<file path="src/rtl/flash_cmd_pkg.sv">
package flash_cmd_pkg;
  localparam int unsigned CMD_AW = 12;

  localparam logic [CMD_AW-1:0] ADDR_A = 12'hAAA;
  localparam logic [CMD_AW-1:0] ADDR_B = 12'h555;

  localparam logic [7:0] D_KEY1    = 8'hAA;
  localparam logic [7:0] D_KEY2    = 8'h55;
  localparam logic [7:0] D_PROG    = 8'hA0;
  localparam logic [7:0] D_SPROG   = 8'hA5;
  localparam logic [7:0] D_ERASE   = 8'h80;
  localparam logic [7:0] D_ID      = 8'h90;
  localparam logic [7:0] D_CFI     = 8'h98;
  localparam logic [7:0] D_SECID   = 8'h88;
  localparam logic [7:0] D_EXIT    = 8'hF0;
  localparam logic [7:0] D_SUSP    = 8'hB0;
  localparam logic [7:0] D_RESUME  = 8'h30;
  localparam logic [7:0] D_CHIP    = 8'h10;
  localparam logic [7:0] D_SECT    = 8'h50;
  localparam logic [7:0] D_BLK     = 8'h30;

  typedef enum logic [2:0] {
    OP_NONE = 3'd0, OP_PROG = 3'd1, OP_SPROG = 3'd2, OP_SECT = 3'd3,
    OP_BLK  = 3'd4, OP_CHIP = 3'd5, OP_SUSP  = 3'd6, OP_RESUME = 3'd7
  } op_kind_e;

  typedef enum logic [1:0] {
    MODE_ARRAY = 2'd0, MODE_ID = 2'd1, MODE_CFI = 2'd2, MODE_SECID = 2'd3
  } mode_e;

  typedef enum logic [3:0] {
    C_NONE, C_PROG, C_SPROG, C_SECT, C_BLK, C_CHIP, C_SUSP, C_RESUME,
    C_ID, C_CFI, C_SECID, C_EXIT, C_ABORT
  } cmd_e;
endpackage

</file>
<file path="src/rtl/flash_unlock_seq.sv">
module flash_unlock_seq
  import flash_cmd_pkg::*;
(
  input  logic              clk_i,
  input  logic              rst_ni,
  input  logic              wr_i,
  input  logic [CMD_AW-1:0] addr_lo_i,
  input  logic [7:0]        data_i,
  input  logic              busy_i,
  output cmd_e              cmd_o
);
  typedef enum logic [2:0] {S_IDLE, S_U1, S_U2, S_PGM, S_SPGM, S_E3, S_E4, S_E5} seq_e;

  seq_e st_q, st_d;
  logic at_a, at_b;

  assign at_a = (addr_lo_i == ADDR_A);
  assign at_b = (addr_lo_i == ADDR_B);

  always_comb begin
    st_d  = st_q;
    cmd_o = C_NONE;
    if (busy_i) begin
      st_d = S_IDLE;
      if (wr_i && data_i == D_SUSP) cmd_o = C_SUSP;
    end else if (wr_i) begin
      unique case (st_q)
        S_IDLE: begin
          if (at_a && data_i == D_KEY1) st_d = S_U1;
          else if (data_i == D_EXIT)    cmd_o = C_EXIT;
          else if (data_i == D_SUSP)    cmd_o = C_SUSP;
          else if (data_i == D_RESUME)  cmd_o = C_RESUME;
        end
        S_U1: begin
          if (at_b && data_i == D_KEY2) st_d = S_U2;
          else begin st_d = S_IDLE; cmd_o = C_ABORT; end
        end
        S_U2: begin
          st_d = S_IDLE;
          if (!at_a) cmd_o = C_ABORT;
          else begin
            case (data_i)
              D_PROG:  st_d = S_PGM;
              D_SPROG: st_d = S_SPGM;
              D_ERASE: st_d = S_E3;
              D_ID:    cmd_o = C_ID;
              D_CFI:   cmd_o = C_CFI;
              D_SECID: cmd_o = C_SECID;
              D_EXIT:  cmd_o = C_EXIT;
              default: cmd_o = C_ABORT;
            endcase
          end
        end
        S_PGM:  begin st_d = S_IDLE; cmd_o = C_PROG;  end
        S_SPGM: begin st_d = S_IDLE; cmd_o = C_SPROG; end
        S_E3: begin
          if (at_a && data_i == D_KEY1) st_d = S_E4;
          else begin st_d = S_IDLE; cmd_o = C_ABORT; end
        end
        S_E4: begin
          if (at_b && data_i == D_KEY2) st_d = S_E5;
          else begin st_d = S_IDLE; cmd_o = C_ABORT; end
        end
        S_E5: begin
          st_d = S_IDLE;
          if (at_a && data_i == D_CHIP) cmd_o = C_CHIP;
          else if (data_i == D_SECT)    cmd_o = C_SECT;
          else if (data_i == D_BLK)     cmd_o = C_BLK;
          else                          cmd_o = C_ABORT;
        end
        default: st_d = S_IDLE;
      endcase
    end
  end

  always_ff @(posedge clk_i or negedge rst_ni) begin
    if (!rst_ni) st_q <= S_IDLE;
    else         st_q <= st_d;
  end

  // a busy cycle always leaves the sequencer idle
  a_r7_seq_idle_after_busy: assert property (@(posedge clk_i) disable iff (!rst_ni)
    busy_i |=> (st_q == S_IDLE));
endmodule

</file>
<file path="src/rtl/flash_op_ctrl.sv">
module flash_op_ctrl
  import flash_cmd_pkg::*;
#(
  parameter int unsigned AW       = 21,
  parameter int unsigned SECT_LSB = 12,
  parameter int unsigned BLK_LSB  = 16,
  parameter bit          TOP_BOOT = 1'b1
) (
  input  logic          clk_i,
  input  logic          rst_ni,
  input  cmd_e          cmd_i,
  input  logic [AW-1:0] addr_i,
  input  logic [7:0]    data_i,
  input  logic          wp_ni,
  input  logic          op_done_i,
  output logic          op_valid_o,
  output op_kind_e      op_kind_o,
  output logic [AW-1:0] op_addr_o,
  output logic [7:0]    op_data_o,
  output mode_e         mode_o,
  output logic          busy_o,
  output logic          susp_o
);
  localparam int unsigned BW = AW - BLK_LSB;
  localparam int unsigned SW = AW - SECT_LSB;

  typedef enum logic [2:0] {R_IDLE, R_PROG, R_ERASE, R_SUSP, R_SPROG} run_e;

  run_e          run_q, run_d;
  op_kind_e      er_kind_q, er_kind_d;
  logic [AW-1:0] er_addr_q, er_addr_d;
  mode_e         mode_q, mode_d;
  logic          op_valid_q, issue;
  op_kind_e      op_kind_q, kind_d;
  logic [AW-1:0] op_addr_q, oaddr_d;
  logic [7:0]    op_data_q;
  logic [BW-1:0] prot_blk;
  logic          hit_prot, same_sect, same_blk, in_region, erase_ok;

  generate
    if (TOP_BOOT) begin : g_top_boot
      assign prot_blk = '1;
    end else begin : g_bottom_boot
      assign prot_blk = '0;
    end
  endgenerate

  assign hit_prot  = (addr_i[AW-1:BLK_LSB] == prot_blk);
  assign same_sect = (addr_i[AW-1:SECT_LSB] == er_addr_q[AW-1:SECT_LSB]);
  assign same_blk  = (addr_i[AW-1:BLK_LSB] == er_addr_q[AW-1:BLK_LSB]);
  assign in_region = (er_kind_q == OP_SECT) ? same_sect : same_blk;
  assign erase_ok  = wp_ni || !hit_prot;

  always_comb begin
    run_d     = run_q;
    er_kind_d = er_kind_q;
    er_addr_d = er_addr_q;
    issue     = 1'b0;
    kind_d    = OP_NONE;
    oaddr_d   = addr_i;
    unique case (run_q)
      R_IDLE: begin
        unique case (cmd_i)
          C_PROG:  begin issue = 1'b1; kind_d = OP_PROG;  run_d = R_PROG; end
          C_SPROG: begin issue = 1'b1; kind_d = OP_SPROG; run_d = R_PROG; end
          C_SECT, C_BLK: if (erase_ok) begin
            issue     = 1'b1;
            kind_d    = (cmd_i == C_SECT) ? OP_SECT : OP_BLK;
            run_d     = R_ERASE;
            er_kind_d = kind_d;
            er_addr_d = addr_i;
          end
          C_CHIP: if (wp_ni) begin
            issue = 1'b1; kind_d = OP_CHIP; run_d = R_ERASE;
            er_kind_d = OP_CHIP; er_addr_d = addr_i;
          end
          default: ;
        endcase
      end
      R_PROG: if (op_done_i) run_d = R_IDLE;
      R_ERASE: begin
        if (op_done_i) run_d = R_IDLE;
        else if (cmd_i == C_SUSP && er_kind_q != OP_CHIP) begin
          issue = 1'b1; kind_d = OP_SUSP; oaddr_d = er_addr_q; run_d = R_SUSP;
        end
      end
      R_SUSP: begin
        unique case (cmd_i)
          C_RESUME: begin issue = 1'b1; kind_d = OP_RESUME; oaddr_d = er_addr_q; run_d = R_ERASE; end
          C_PROG:   if (!in_region) begin issue = 1'b1; kind_d = OP_PROG; run_d = R_SPROG; end
          C_SPROG:  begin issue = 1'b1; kind_d = OP_SPROG; run_d = R_SPROG; end
          default: ;
        endcase
      end
      R_SPROG: if (op_done_i) run_d = R_SUSP;
      default: run_d = R_IDLE;
    endcase
  end

  always_comb begin
    mode_d = mode_q;
    unique case (cmd_i)
      C_ID:             mode_d = MODE_ID;
      C_CFI:            mode_d = MODE_CFI;
      C_SECID:          mode_d = MODE_SECID;
      C_EXIT, C_ABORT:  mode_d = MODE_ARRAY;
      default: ;
    endcase
  end

  always_ff @(posedge clk_i or negedge rst_ni) begin
    if (!rst_ni) begin
      run_q      <= R_IDLE;
      er_kind_q  <= OP_NONE;
      er_addr_q  <= '0;
      mode_q     <= MODE_ARRAY;
      op_valid_q <= 1'b0;
      op_kind_q  <= OP_NONE;
      op_addr_q  <= '0;
      op_data_q  <= '0;
    end else begin
      run_q      <= run_d;
      er_kind_q  <= er_kind_d;
      er_addr_q  <= er_addr_d;
      mode_q     <= mode_d;
      op_valid_q <= issue;
      if (issue) begin
        op_kind_q <= kind_d;
        op_addr_q <= oaddr_d;
        op_data_q <= data_i;
      end
    end
  end

  assign op_valid_o = op_valid_q;
  assign op_kind_o  = op_kind_q;
  assign op_addr_o  = op_addr_q;
  assign op_data_o  = op_data_q;
  assign mode_o     = mode_q;
  assign busy_o     = (run_q == R_PROG) || (run_q == R_ERASE) || (run_q == R_SPROG);
  assign susp_o     = (run_q == R_SUSP) || (run_q == R_SPROG);

  // nothing is requested while a program runs
  a_r7_quiet_in_prog: assert property (@(posedge clk_i) disable iff (!rst_ni)
    (run_q == R_PROG || run_q == R_SPROG) |=> !op_valid_q);
  // mode frozen while busy
  a_r7_mode_frozen: assert property (@(posedge clk_i) disable iff (!rst_ni)
    busy_o |=> $stable(mode_q));
  // protected erases need write-protect released
  a_r8_chip_needs_wp: assert property (@(posedge clk_i) disable iff (!rst_ni)
    (op_valid_q && op_kind_q == OP_CHIP) |-> $past(wp_ni));
  a_r8_boot_needs_wp: assert property (@(posedge clk_i) disable iff (!rst_ni)
    (op_valid_q && (op_kind_q == OP_SECT || op_kind_q == OP_BLK)
     && op_addr_q[AW-1:BLK_LSB] == prot_blk) |-> $past(wp_ni));
  // resume only from suspend
  a_r9_resume_from_susp: assert property (@(posedge clk_i) disable iff (!rst_ni)
    (op_valid_q && op_kind_q == OP_RESUME) |-> ($past(run_q) == R_SUSP));
  // suspended region never programmed
  a_r10_no_prog_in_region: assert property (@(posedge clk_i) disable iff (!rst_ni)
    (op_valid_q && op_kind_q == OP_PROG && $past(run_q) == R_SUSP && er_kind_q == OP_SECT)
    |-> (op_addr_q[AW-1:SECT_LSB] != er_addr_q[AW-1:SECT_LSB]));

  logic [SW-1:0] unused_sw;
  assign unused_sw = '0;
endmodule

</file>
<file path="src/rtl/flash_id_rom.sv">
module flash_id_rom
  import flash_cmd_pkg::*;
#(
  parameter int unsigned AW       = 21,
  parameter logic [7:0]  MFR_CODE = 8'hBF,
  parameter logic [7:0]  DEV_CODE = 8'hC9
) (
  input  mode_e         mode_i,
  input  logic [AW-1:0] rd_addr_i,
  output logic [7:0]    id_data_o
);
  always_comb begin
    id_data_o = 8'h00;
    if (mode_i == MODE_ID && rd_addr_i[AW-1:1] == '0)
      id_data_o = rd_addr_i[0] ? DEV_CODE : MFR_CODE;
  end
endmodule

</file>
<file path="src/rtl/flash_cmd_decoder.sv">
module flash_cmd_decoder
  import flash_cmd_pkg::*;
#(
  parameter int unsigned AW       = 21,
  parameter int unsigned SECT_LSB = 12,
  parameter int unsigned BLK_LSB  = 16,
  parameter bit          TOP_BOOT = 1'b1,
  parameter logic [7:0]  MFR_CODE = 8'hBF,
  parameter logic [7:0]  DEV_CODE = 8'hC9
) (
  input  logic          clk_i,
  input  logic          rst_ni,
  input  logic          wr_i,
  input  logic [AW-1:0] addr_i,
  input  logic [7:0]    data_i,
  input  logic          wp_ni,
  input  logic          op_done_i,
  input  logic [AW-1:0] rd_addr_i,
  output logic          op_valid_o,
  output logic [2:0]    op_kind_o,
  output logic [AW-1:0] op_addr_o,
  output logic [7:0]    op_data_o,
  output logic [1:0]    mode_o,
  output logic          busy_o,
  output logic          suspended_o,
  output logic [7:0]    id_data_o
);
  cmd_e     cmd;
  op_kind_e kind;
  mode_e    mode;
  logic     busy;

  flash_unlock_seq u_seq (
    .clk_i, .rst_ni, .wr_i,
    .addr_lo_i (addr_i[CMD_AW-1:0]),
    .data_i,
    .busy_i    (busy),
    .cmd_o     (cmd)
  );

  flash_op_ctrl #(.AW(AW), .SECT_LSB(SECT_LSB), .BLK_LSB(BLK_LSB), .TOP_BOOT(TOP_BOOT)) u_ctrl (
    .clk_i, .rst_ni,
    .cmd_i      (cmd),
    .addr_i, .data_i, .wp_ni, .op_done_i,
    .op_valid_o,
    .op_kind_o  (kind),
    .op_addr_o, .op_data_o,
    .mode_o     (mode),
    .busy_o     (busy),
    .susp_o     (suspended_o)
  );

  flash_id_rom #(.AW(AW), .MFR_CODE(MFR_CODE), .DEV_CODE(DEV_CODE)) u_id (
    .mode_i (mode), .rd_addr_i, .id_data_o
  );

  assign op_kind_o = kind;
  assign mode_o    = mode;
  assign busy_o    = busy;
endmodule

</file>
<file path="config.mk">
export PLATFORM = sky130hd
export DESIGN_NAME = flash_cmd_decoder
export DESIGN_NICKNAME = d
export VERILOG_FILES = /design/src/rtl/flash_cmd_pkg.sv /design/src/rtl/flash_unlock_seq.sv /design/src/rtl/flash_op_ctrl.sv /design/src/rtl/flash_id_rom.sv /design/src/rtl/flash_cmd_decoder.sv
export SDC_FILE = /design/constraint.sdc
export NUM_CORES = 1
export LEC_CHECK = 0
export ABC_CLOCK_PERIOD_IN_PS = 7500
export BUFFER_PORTS_ARGS = -buffer_cell sky130_fd_sc_hd__buf_2
export CORE_MARGIN = 2
export CORE_UTILIZATION = 55
export CTS_BUF_LIST = sky130_fd_sc_hd__clkbuf_16
export DETAILED_ROUTE_END_ITERATION = 12
export PLACE_DENSITY = 0.78
export SYNTH_ARGS = -nofsm -noshare
export SYNTH_HDL_FRONTEND = slang
export SYNTH_SLANG_ARGS = --single-unit
</file>
<file path="constraint.sdc">
create_clock -name clk_i -period 7.5 [get_ports clk_i]
set_input_delay 1.125 -clock clk_i [delete_from_list [all_inputs] [get_ports clk_i]]
set_output_delay 1.125 -clock clk_i [all_outputs]
set_load 0.005 [all_outputs]
</file>
Yosys cells after proc, flatten, opt, wreduce, memory -nomap -nowiden

Index checks and enable logic that the tools add are counted.

Flip-flop bits (word level): 65
Input bits: 55
Word-level logic and storage cells: 156

Equal/unequal tests: 55
Muxes and demuxes: 65
Reductions and logical operators: 27

Operators with widths:

| cell                                                              | count |
|---|---|
| 21-bit 2-to-1 mux                                                 | 5 |
| 21-bit case mux with 2 select lines                               | 2 |
| 8-bit == test, second input constant                              | 9 |
| 3-bit 2-to-1 mux                                                  | 22 |
| 3-bit case mux with 3 select lines                                | 5 |
| 4-bit 2-to-1 mux                                                  | 11 |
| 4-bit case mux with 7 select lines                                | 1 |
| 4-bit == test, second input constant                              | 5 |
| 20-bit logical NOT                                                | 1 |
| 4-bit case mux with 5 select lines                                | 1 |
| 3-bit case mux with 6 select lines                                | 1 |
| 4-bit by 3-bit == test with 1-bit output, second input constant   | 4 |
| 8-bit by 7-bit == test with 1-bit output, second input constant   | 2 |
| 3-bit by 2-bit == test with 1-bit output, second input constant   | 5 |
| 3-bit == test, second input constant                              | 5 |
| 3-bit case mux with 5 select lines                                | 1 |
| 12-bit by 11-bit == test with 1-bit output, second input constant | 1 |
| 12-bit == test, second input constant                             | 1 |
| 3-bit case mux with 4 select lines                                | 1 |
| 2-bit OR reduction                                                | 5 |
| 9-bit == test                                                     | 1 |
| 3-bit by 2-bit != test with 1-bit output, second input constant   | 3 |
| 3-bit != test, second input constant                              | 3 |
| 4-bit by 2-bit == test with 1-bit output, second input constant   | 2 |
| 28 further kinds                                                  | 50 |

Logic depth before layout (Yosys ltp)

Gate-level depths: netlist of the first run.

Depth after elaboration: 13
Mapped depth: 14
Mapped depth without buffers: 10

By module

From an unflattened synthesis of the first run, not the netlist that was laid out.

Cell total of the unflattened synthesis: 383
Area, all modules: 4211.5 um2

By module, submodules not included:

| module           | times used | cells each | area each (um2) | sequential area each (um2) |
|---|---|---|---|---|
| flash_op_ctrl    | 1          | 251        | 3269.4          | 1551.5 |
| flash_unlock_seq | 1          | 115        | 832.0           | 75.1 |
| flash_id_rom     | 1          | 17         | 110.1           | 0.0 |

Worst setup path after synthesis of the first run

OpenSTA, ideal clock, no wires.

Path kind: input-to-output
From: input rd_addr_i[3]
To: output id_data_o[2]
Arrival: 2.627 ns
Required time: 6.375 ns
Path slack: 3.748 ns
Stages: 4
Cells stage by stage: or4_1 nor4_1 nor2b_1 buf_4

Longest elaborated chain between the ends: 3

RTL lines:

| what               | line                    | text |
|---|---|---|
| start, declared    | flash_cmd_decoder.sv:18 | `input logic [AW-1:0] rd_addr_i,` |
| 20-bit logical NOT | flash_id_rom.sv:14      | `if (mode_i == MODE_ID && rd_addr_i[AW-1:1] == '0)` |
| 1-bit logical AND  | flash_id_rom.sv:14      |  |
| 8-bit 2-to-1 mux   | flash_id_rom.sv:14      |  |
| end, declared      | flash_cmd_decoder.sv:26 | `output logic [7:0] id_data_o` |

Every way passes these cells.

Worst setup path in the final report of the first run

From: input data_i[6]
To: register u_ctrl.op_addr_q[12], in the netlist u_ctrl.op_addr_o[12]

Longest elaborated chain between the ends: 13
Elaborated cells on any way between the ends: 53
Classes of those cells: eq/ne (20); mux (24); reduce/logical (9)

RTL lines:

| what                                                                                      | line                    | text |
|---|---|---|
| start, declared                                                                           | flash_cmd_decoder.sv:15 | `input logic [7:0] data_i,` |
| branches (longest 7 deep; another with 8-bit == test)                                     | --                      |  |
| 4-bit 2-to-1 mux (*)                                                                      | flash_unlock_seq.sv:23  | `if (busy_i) begin` |
| 4-bit by 3-bit == test with 1-bit output                                                  | flash_op_ctrl.sv:83     | `else if (cmd_i == C_SUSP && er_kind_q != OP_CHIP) begin` |
| 1-bit logical AND                                                                         | flash_op_ctrl.sv:83     |  |
| 1-bit 2-to-1 mux or 21-bit 2-to-1 mux (tied branches)                                     | flash_op_ctrl.sv:83     |  |
| 1-bit 2-to-1 mux or 21-bit 2-to-1 mux (tied branches)                                     | flash_op_ctrl.sv:82     | `if (op_done_i) run_d = R_IDLE;` |
| 1-bit case mux with 3 select lines or 21-bit case mux with 2 select lines (tied branches) | flash_op_ctrl.sv:61     | `unique case (run_q)` |
| end signal, assigned                                                                      | flash_op_ctrl.sv:129    | `op_addr_q <= oaddr_d;` |
| end, declared                                                                             | flash_op_ctrl.sv:35     | `logic [AW-1:0] op_addr_q, oaddr_d;` |

Mark *: on every way between the ends.
A chain may end at the register's enable or synchronous reset.

==> flow_summary.toml, run 1 <==
[synth]
synthFlopType = "dfrtp_1"
ys_ff_latch = 65
synth-edff-count = 0
synth_seq_area_share_pct = 38.01
synthArstFlopShare_pct = 100.0
synth_area_um2 = 4279
synth_warnings = 0
synth.area.top_cells = "dfrtp_1 (38%), mux2_2 (7.4%), mux2_1 (6.8%), mux2_4 (6.7%), buf_6 (2.1%)"
yosys.area.top_type = "dfrtp_1"
synth_cells = 396
avgSynthCellArea_um2 = 10.81
synth_cell_type_count = 75
synth_top_area_share_pct = 38.01
synth.net_count = 451

[power_and_ir_drop]
irDropWorstVdd_mv = 0.2231
p_per_area_nw_per_um2 = 341.6
power_leakage_nw = 2.190

[routing]
drc = 0
totalWireLength_um = 10200
drt_pre_antenna_iters = 5
ant_nets = 0
dr.first_iter.drc_count = 410
viasPerCell = 6.103
vias = 3570
avgRoutedWirePerCell_um = 17.43

[sta]
hold_viol_final = 0
setup_viol = 0
tns_ns = 0
rsz0062_at_grt = "no"
clock_skew_ns = 0.007275
drv_slew = 0
fin_hold_ws_ns = 0.4886
min_period_ns = 4.446
fmaxAchievable_ghz = 0.2249
period_share_pct = 59.29
slew_headroom_pct = 27.84
worst_pin_slew_ns = 1.082

[final_layout]
final_common_cell = "buf_2"
fillers = 626
area_growth_pct = 16.99
diodes = 0
final_core_util_pct = 65.46
nets = 533
layout_common_cells = "buf_2 (99), dfrtp_1 (65), mux2_2 (28)"
drive_above_1_share_pct = 38.30

[hold_path]
min_path_type = "flip-flop to flip-flop"
min-delay-start = "u_ctrl.er_addr_q[10]$_DFFE_PN0P_"

[clock_tree]
clk_pin_slew_ns = 0.05
root_buffer = "clkbuf_16"
cts_tree = "built"
worstSkewPairLatency_ns = 0.33
postCtsHoldBufs = 0
clock_path_buffers = 2
cts_sinks = 65
cts_htree_levels = 3
postCtsSetupBuffers = 0
tritoncts.num_buffers = 9
post_cts_resized = 0

[grt]
grt_pass1_wl_um = 16590
grt_use_total_pct = 24.35
antenna_found_initial = 0
grt_pass1_vias = 3421
grt_max_degree = 66
grt-ovfl-total = 0

[floorplanning]
dieArea_um2 = 8502
fp.dieW_um = 92.21
core_um2 = 7647
pin_count = 100
start_util_pct = 55.96
die_height_um = 92.21
fp-row-count = 32

[critical_path]
slowest_stage = "a21oi_1"
crit_top_cell = "a31oi_1"
max_stage_delay_ns = 0.73
r2r_start = "u_seq.st_q[2]$_DFFE_PN0P_"
path_class = "primary input to flip-flop"
crit_required_ns = 7.71
critPathLaunchType = "primary input"
cp_cell_sequence = "buf_2 -> nor3b_1 -> and4_1 -> a31oi_1 -> a22o_1 -> a21oi_1 -> a31oi_1 -> or3_1 -> and3_4 -> inv_2 -> mux2_2"
critPathCaptureType = "flip-flop"
crit_fanout = 22
crit_arrival_ns = 4.66
startpoint = "data_i[6]"

[job]
cap_violations = 0

[place]
dp_hpwl_um = 7256
place.port_buffers = 99
gp_congestion = 0.9203

[status]
status = "complete, no violations"
## registers in the layout, summed over array words and instances, names as in the netlist
signal and cells:
u_seq.st_q 3, u_ctrl.run_q 3, u_ctrl.er_addr_q 21, u_ctrl.op_valid_o 1
u_ctrl.op_addr_o 21, u_ctrl.op_data_o 8, u_ctrl.mode_o 2, u_ctrl.op_kind_o 3
u_ctrl.er_kind_q 3
## metrics by stage
step | setup slack (ns) | cell area, um^2 | instances | total power [mW]
CTS | 3.046 | 5006 | 585 | 1.719
global placement | 2.729 | 4710 | 569 | 1.272
global route | 2.762 | 5006 | 585 | 1.806
floorplan | 3.748 | 4279 | 396 | 1.102
finish | 3.054 | 5006 | 585 | 1.710
detailed placement | 2.709 | 4710 | 569 | 1.289
## cell usage after synthesis, drive strengths merged, types with 7 or more instances
master,instances
o21ai,14
nor3,11
xnor2,7
nand4,14
inv,10
a31oi,9
nor2,23
nand2,18
a21oi,10
buf,24
mux2,73
nand3,13
nor4,8
dfrtp,65
## per-layer routing
layer / share of wire [%] / GRT usage [%] / up-vias
li1: - / - / 1663
met1: 45 / 32.68 / 1727
met2: 47 / 39.64 / 156
met3: 6.3 / 4.355 / 24
met4: 2.0 / 8.831 / 0
met5: 0 / 0 / -
## report_power, final
part / switching [mW] / internal, mW
registers: 0.112 / 0.514
clock network: 0.160 / 0.256
logic: 0.308 / 0.360
total: 0.580 / 1.13
## cells by family after synthesis
group,after synthesis,synth area share (%)
XOR/XNOR,11,2.251
flip-flops,65,38.01
AO/OA/AOI/OAI,74,13.39
buffers and inverters,39,5.702
AND/OR/NAND/NOR,133,19.53
multiplexers,74,21.11
## cell type report
cell class	instances	area (um^2)	share of cell area, %
multi-input cells	292	2415	48.24
flip-flops and latches	65	1627	32.49
clock buffers	9	225.2	4.499
clock inverters	7	71.32	1.425
inverters	10	37.54	0.7498
repair buffers	100	503.0	10.05
well taps	102	127.6	2.549
## worst max-delay path, delay by kind of cell
family	cells	cell delay (ns)
simple gates	4	1.14
compound gates	4	1.30
mux	1	0.40
buf+inv	2	0.68
## worst paths after layout
check	to	slack [ns]	cells after the start
worst max-delay path	u_ctrl.op_addr_o[12]$_DFFE_PN0P_	3.05	11
worst min-delay path	u_ctrl.er_addr_q[10]$_DFFE_PN0P_	0.49	1
worst max register to register	u_ctrl.er_addr_q[0]$_DFFE_PN0P_	3.57	8
worst min register to register	u_ctrl.er_addr_q[10]$_DFFE_PN0P_	0.49	1
max in group asynchronous	u_seq.st_q[2]$_DFFE_PN0P_	6.01	2
min in group asynchronous	u_ctrl.op_addr_o[9]$_DFFE_PN0P_	0.96	2
Power figures use the tool's default switching activity.
==> run 2, diff against run 1 <==
--- a/config.mk
+++ b/config.mk
@@ -5,13 +5,14 @@
 export SDC_FILE = /design/constraint.sdc
 export NUM_CORES = 1
 export LEC_CHECK = 0
-export ABC_CLOCK_PERIOD_IN_PS = 7500
+export ABC_AREA = 1
+export ABC_CLOCK_PERIOD_IN_PS = 3680
 export BUFFER_PORTS_ARGS = -buffer_cell sky130_fd_sc_hd__buf_2
 export CORE_MARGIN = 2
-export CORE_UTILIZATION = 55
+export CORE_UTILIZATION = 49
 export CTS_BUF_LIST = sky130_fd_sc_hd__clkbuf_16
 export DETAILED_ROUTE_END_ITERATION = 12
-export PLACE_DENSITY = 0.78
+export PLACE_DENSITY = 0.74
 export SYNTH_ARGS = -nofsm -noshare
 export SYNTH_HDL_FRONTEND = slang
 export SYNTH_SLANG_ARGS = --single-unit
==> constraint.sdc (replaced) <==
create_clock -name clk_i -period 3.68 [get_ports clk_i]
set_input_delay 0.552 -clock clk_i [delete_from_list [all_inputs] [get_ports clk_i]]
set_output_delay 0.552 -clock clk_i [all_outputs]
set_load 0.005 [all_outputs]
==> flow_summary.toml, run 2 <==
[final_layout]
final_core_util_pct = 61.92
area_growth_pct = 20.83
layout_common_cells = "nand2_1 (168), nand3_1 (112), buf_2 (99)"
nets = 771
instances_no_fill = 826
drive_above_1_share_pct = 23.02
diodes = 0
fillers = 752
final_common_cell = "nand2_1"

[clock_tree]
cts_tree = "built"
postCtsHoldBufs = 0
root_buffer = "clkbuf_16"
postCtsSetupBuffers = 0
cts_sinks = 65
worstSkewPairLatency_ns = 0.33
post_cts_resized = 0
cts_htree_levels = 3
clock_path_buffers = 2
tritoncts.num_buffers = 9
clk_pin_slew_ns = 0.06

[place]
gp_congestion = 0.9731
place.port_buffers = 99
dp_hpwl_um = 8492
dp_cells = 810

[floorplanning]
dieArea_um2 = 9440
start_util_pct = 51.24
core_um2 = 8299
die_height_um = 97.16
fp-row-count = 33
fp.dieW_um = 97.16
pin_count = 100

[power_and_ir_drop]
p_int_mw = 1.991
switching_share_pct = 31.79
seq_power_share_pct = 38.7
p_per_area_nw_per_um2 = 568.0
switching_power_uw = 927.8
combPwrFrac_pct = 26.3
power_mw = 2.919
irDropWorstVdd_mv = 0.2672
power_leakage_nw = 2.804
clockPowerShare_pct = 35.0

[sta]
setup_viol = 0
period_share_pct = 74.73
tns_ns = 0
rsz0062_at_grt = "no"
fin_hold_ws_ns = 0.2607
slew_headroom_pct = 45.79
drv_slew = 0
clock_skew_ns = 0.006510
min_period_ns = 2.750
fmaxAchievable_ghz = 0.3636
hold_viol_final = 0
worst_pin_slew_ns = 0.8070

[synth]
ys_ff_latch = 65
synth_cells = 623
yosys.area.top_type = "dfrtp_1"
synth_area_um2 = 4253
synth_seq_area_share_pct = 38.25
synth.net_count = 678
post_synth_most_frequent_cells = "nand2_1 (168), nand3_1 (112), inv_1 (79)"
synthFlopType = "dfrtp_1"
synth_top_area_share_pct = 38.25
synthArstFlopShare_pct = 100.0
avgSynthCellArea_um2 = 6.826
synth_warnings = 0
synth_most_common_cell = "nand2_1"
synth_cell_type_count = 38
synth-edff-count = 0
synth.area.top_cells = "dfrtp_1 (38%), nand2_1 (15%), nand3_1 (13%), inv_1 (7.0%), nor2_1 (4.4%)"

[critical_path]
crit_top_cell = "nor2_1"
critPathCaptureType = "flip-flop"
r2r_cells = 16
crit_fanout = 32
slowest_stage = "buf_4"
max_stage_delay_ns = 0.37
reg2reg_slack_ns = 0.96
critPathLaunchType = "primary input"
crit_required_ns = 3.95
crit_arrival_ns = 3.02
cp_cell_sequence = "buf_2 -> inv_1 -> nand2_1 -> nor2_1 -> nand3_1 -> nor2_1 -> nor2_1 -> nor2_1 -> nand2_1 -> nand2_1 -> nand2_2 -> nand3_1 -> nor2_1 -> nand2_2 -> nand2_2 -> nor2_8 -> buf_4 -> nand3_1 -> nand2_1"
path_class = "primary input to flip-flop"

[grt]
grt_use_total_pct = 24.60
grt-ovfl-total = 0
antenna_found_initial = 0
grt_pass1_vias = 4149
grt_pass1_wl_um = 19160
grt_max_degree = 43

[hold_path]
min_path_type = "primary input to async pin"

[routing]
drt_pre_antenna_iters = 5
vias = 4334
totalWireLength_um = 11520
viasPerCell = 5.247
dr.first_iter.drc_count = 213
ant_nets = 0
drc = 0
avgRoutedWirePerCell_um = 13.94

[job]
cap_violations = 0

[status]
status = "complete, no violations"
-- run 2: cell count changes after synthesis, moves of 6 or more --
cell | before | now
nor2_1 | 22 | 50
a31oi_1 | 8 | 1
nand2_2 | 0 | 12
mux2_2 | 28 | 0
nand2_1 | 18 | 168
mux2_1 | 26 | 0
mux2_4 | 19 | 0
o21ai_1 | 3 | 9
inv_2 | 1 | 12
o21ai_0 | 11 | 24
inv_1 | 9 | 79
nor2_2 | 1 | 7
nand3_1 | 12 | 112
-- run 2: cells by family (layout without fill, tap and decap cells) --
logic type	count (synthesis)	in the layout	share of synthesized area, %
and+or+nand+nor	386	386	41.95
buffers and inverters	117	215	12.03
DFF	65	65	38.25
AOI/OAI and AO/OA	49	49	6.531
xor gates and xnor gates	6	6	1.236
-- run 2: cell type report --
cell class	count	area, um^2	area share [%]
clock inverters	7	125.1	2.435
inverters	92	347.8	6.769
clock buffers	9	225.2	4.383
well taps	105	131.4	2.557
multi-input cells	441	2115	41.15
flip-flops and latches	65	1627	31.65
repair buffers	107	568.0	11.05
-- run 2: per-layer routing --
metal,vias up,global-route usage [%],routed length (um)
met5,-,0,0
met4,0,8.559,196
met3,15,3.381,710
met2,159,40.97,5366
met1,1975,32.93,5242
li1,2185,-,-
-- run 2: path summary, 6_finish.rpt --
kind	to	from
setup / recovery	u_ctrl.op_addr_o[12]$_DFFE_PN0P_	addr_i[0]
hold / removal	u_ctrl.op_data_o[5]$_DFFE_PN0P_	rst_ni
setup reg to reg	u_ctrl.op_addr_o[12]$_DFFE_PN0P_	u_ctrl.run_q[1]$_DFFE_PN0P_
hold reg to reg	u_ctrl.er_addr_q[8]$_DFFE_PN0P_	u_ctrl.er_addr_q[8]$_DFFE_PN0P_
max in group asynchronous	u_ctrl.op_addr_o[8]$_DFFE_PN0P_	rst_ni
min in group clk_i	u_ctrl.op_data_o[1]$_DFFE_PN0P_	data_i[1]
-- run 2: through the flow --
stage          cell area [um^2]  worst slack, ns
3_3_place_gp               4788           0.6420
5_1_grt                    5139           0.6379
4_1_cts                    5139           0.9526
6_report                   5139           0.9300
3_5_place_dp               4788           0.6173
2_1_floorplan              4253            1.090
-- run 2: power groups by stage --
stage	logic, mW	clock network (mW)	registers [mW]
floorplan	0.431	0	1.13
global placement	0.762	0	1.13
detailed placement	0.768	0	1.14
CTS	0.775	1.04	1.13
global route	0.877	1.07	1.16
finish	0.769	1.02	1.13
-- run 2: critical path, delay by kind of cell --
family | cells | cell delay, ns
simple gates | 16 | 1.89
buf+inv | 3 | 0.59
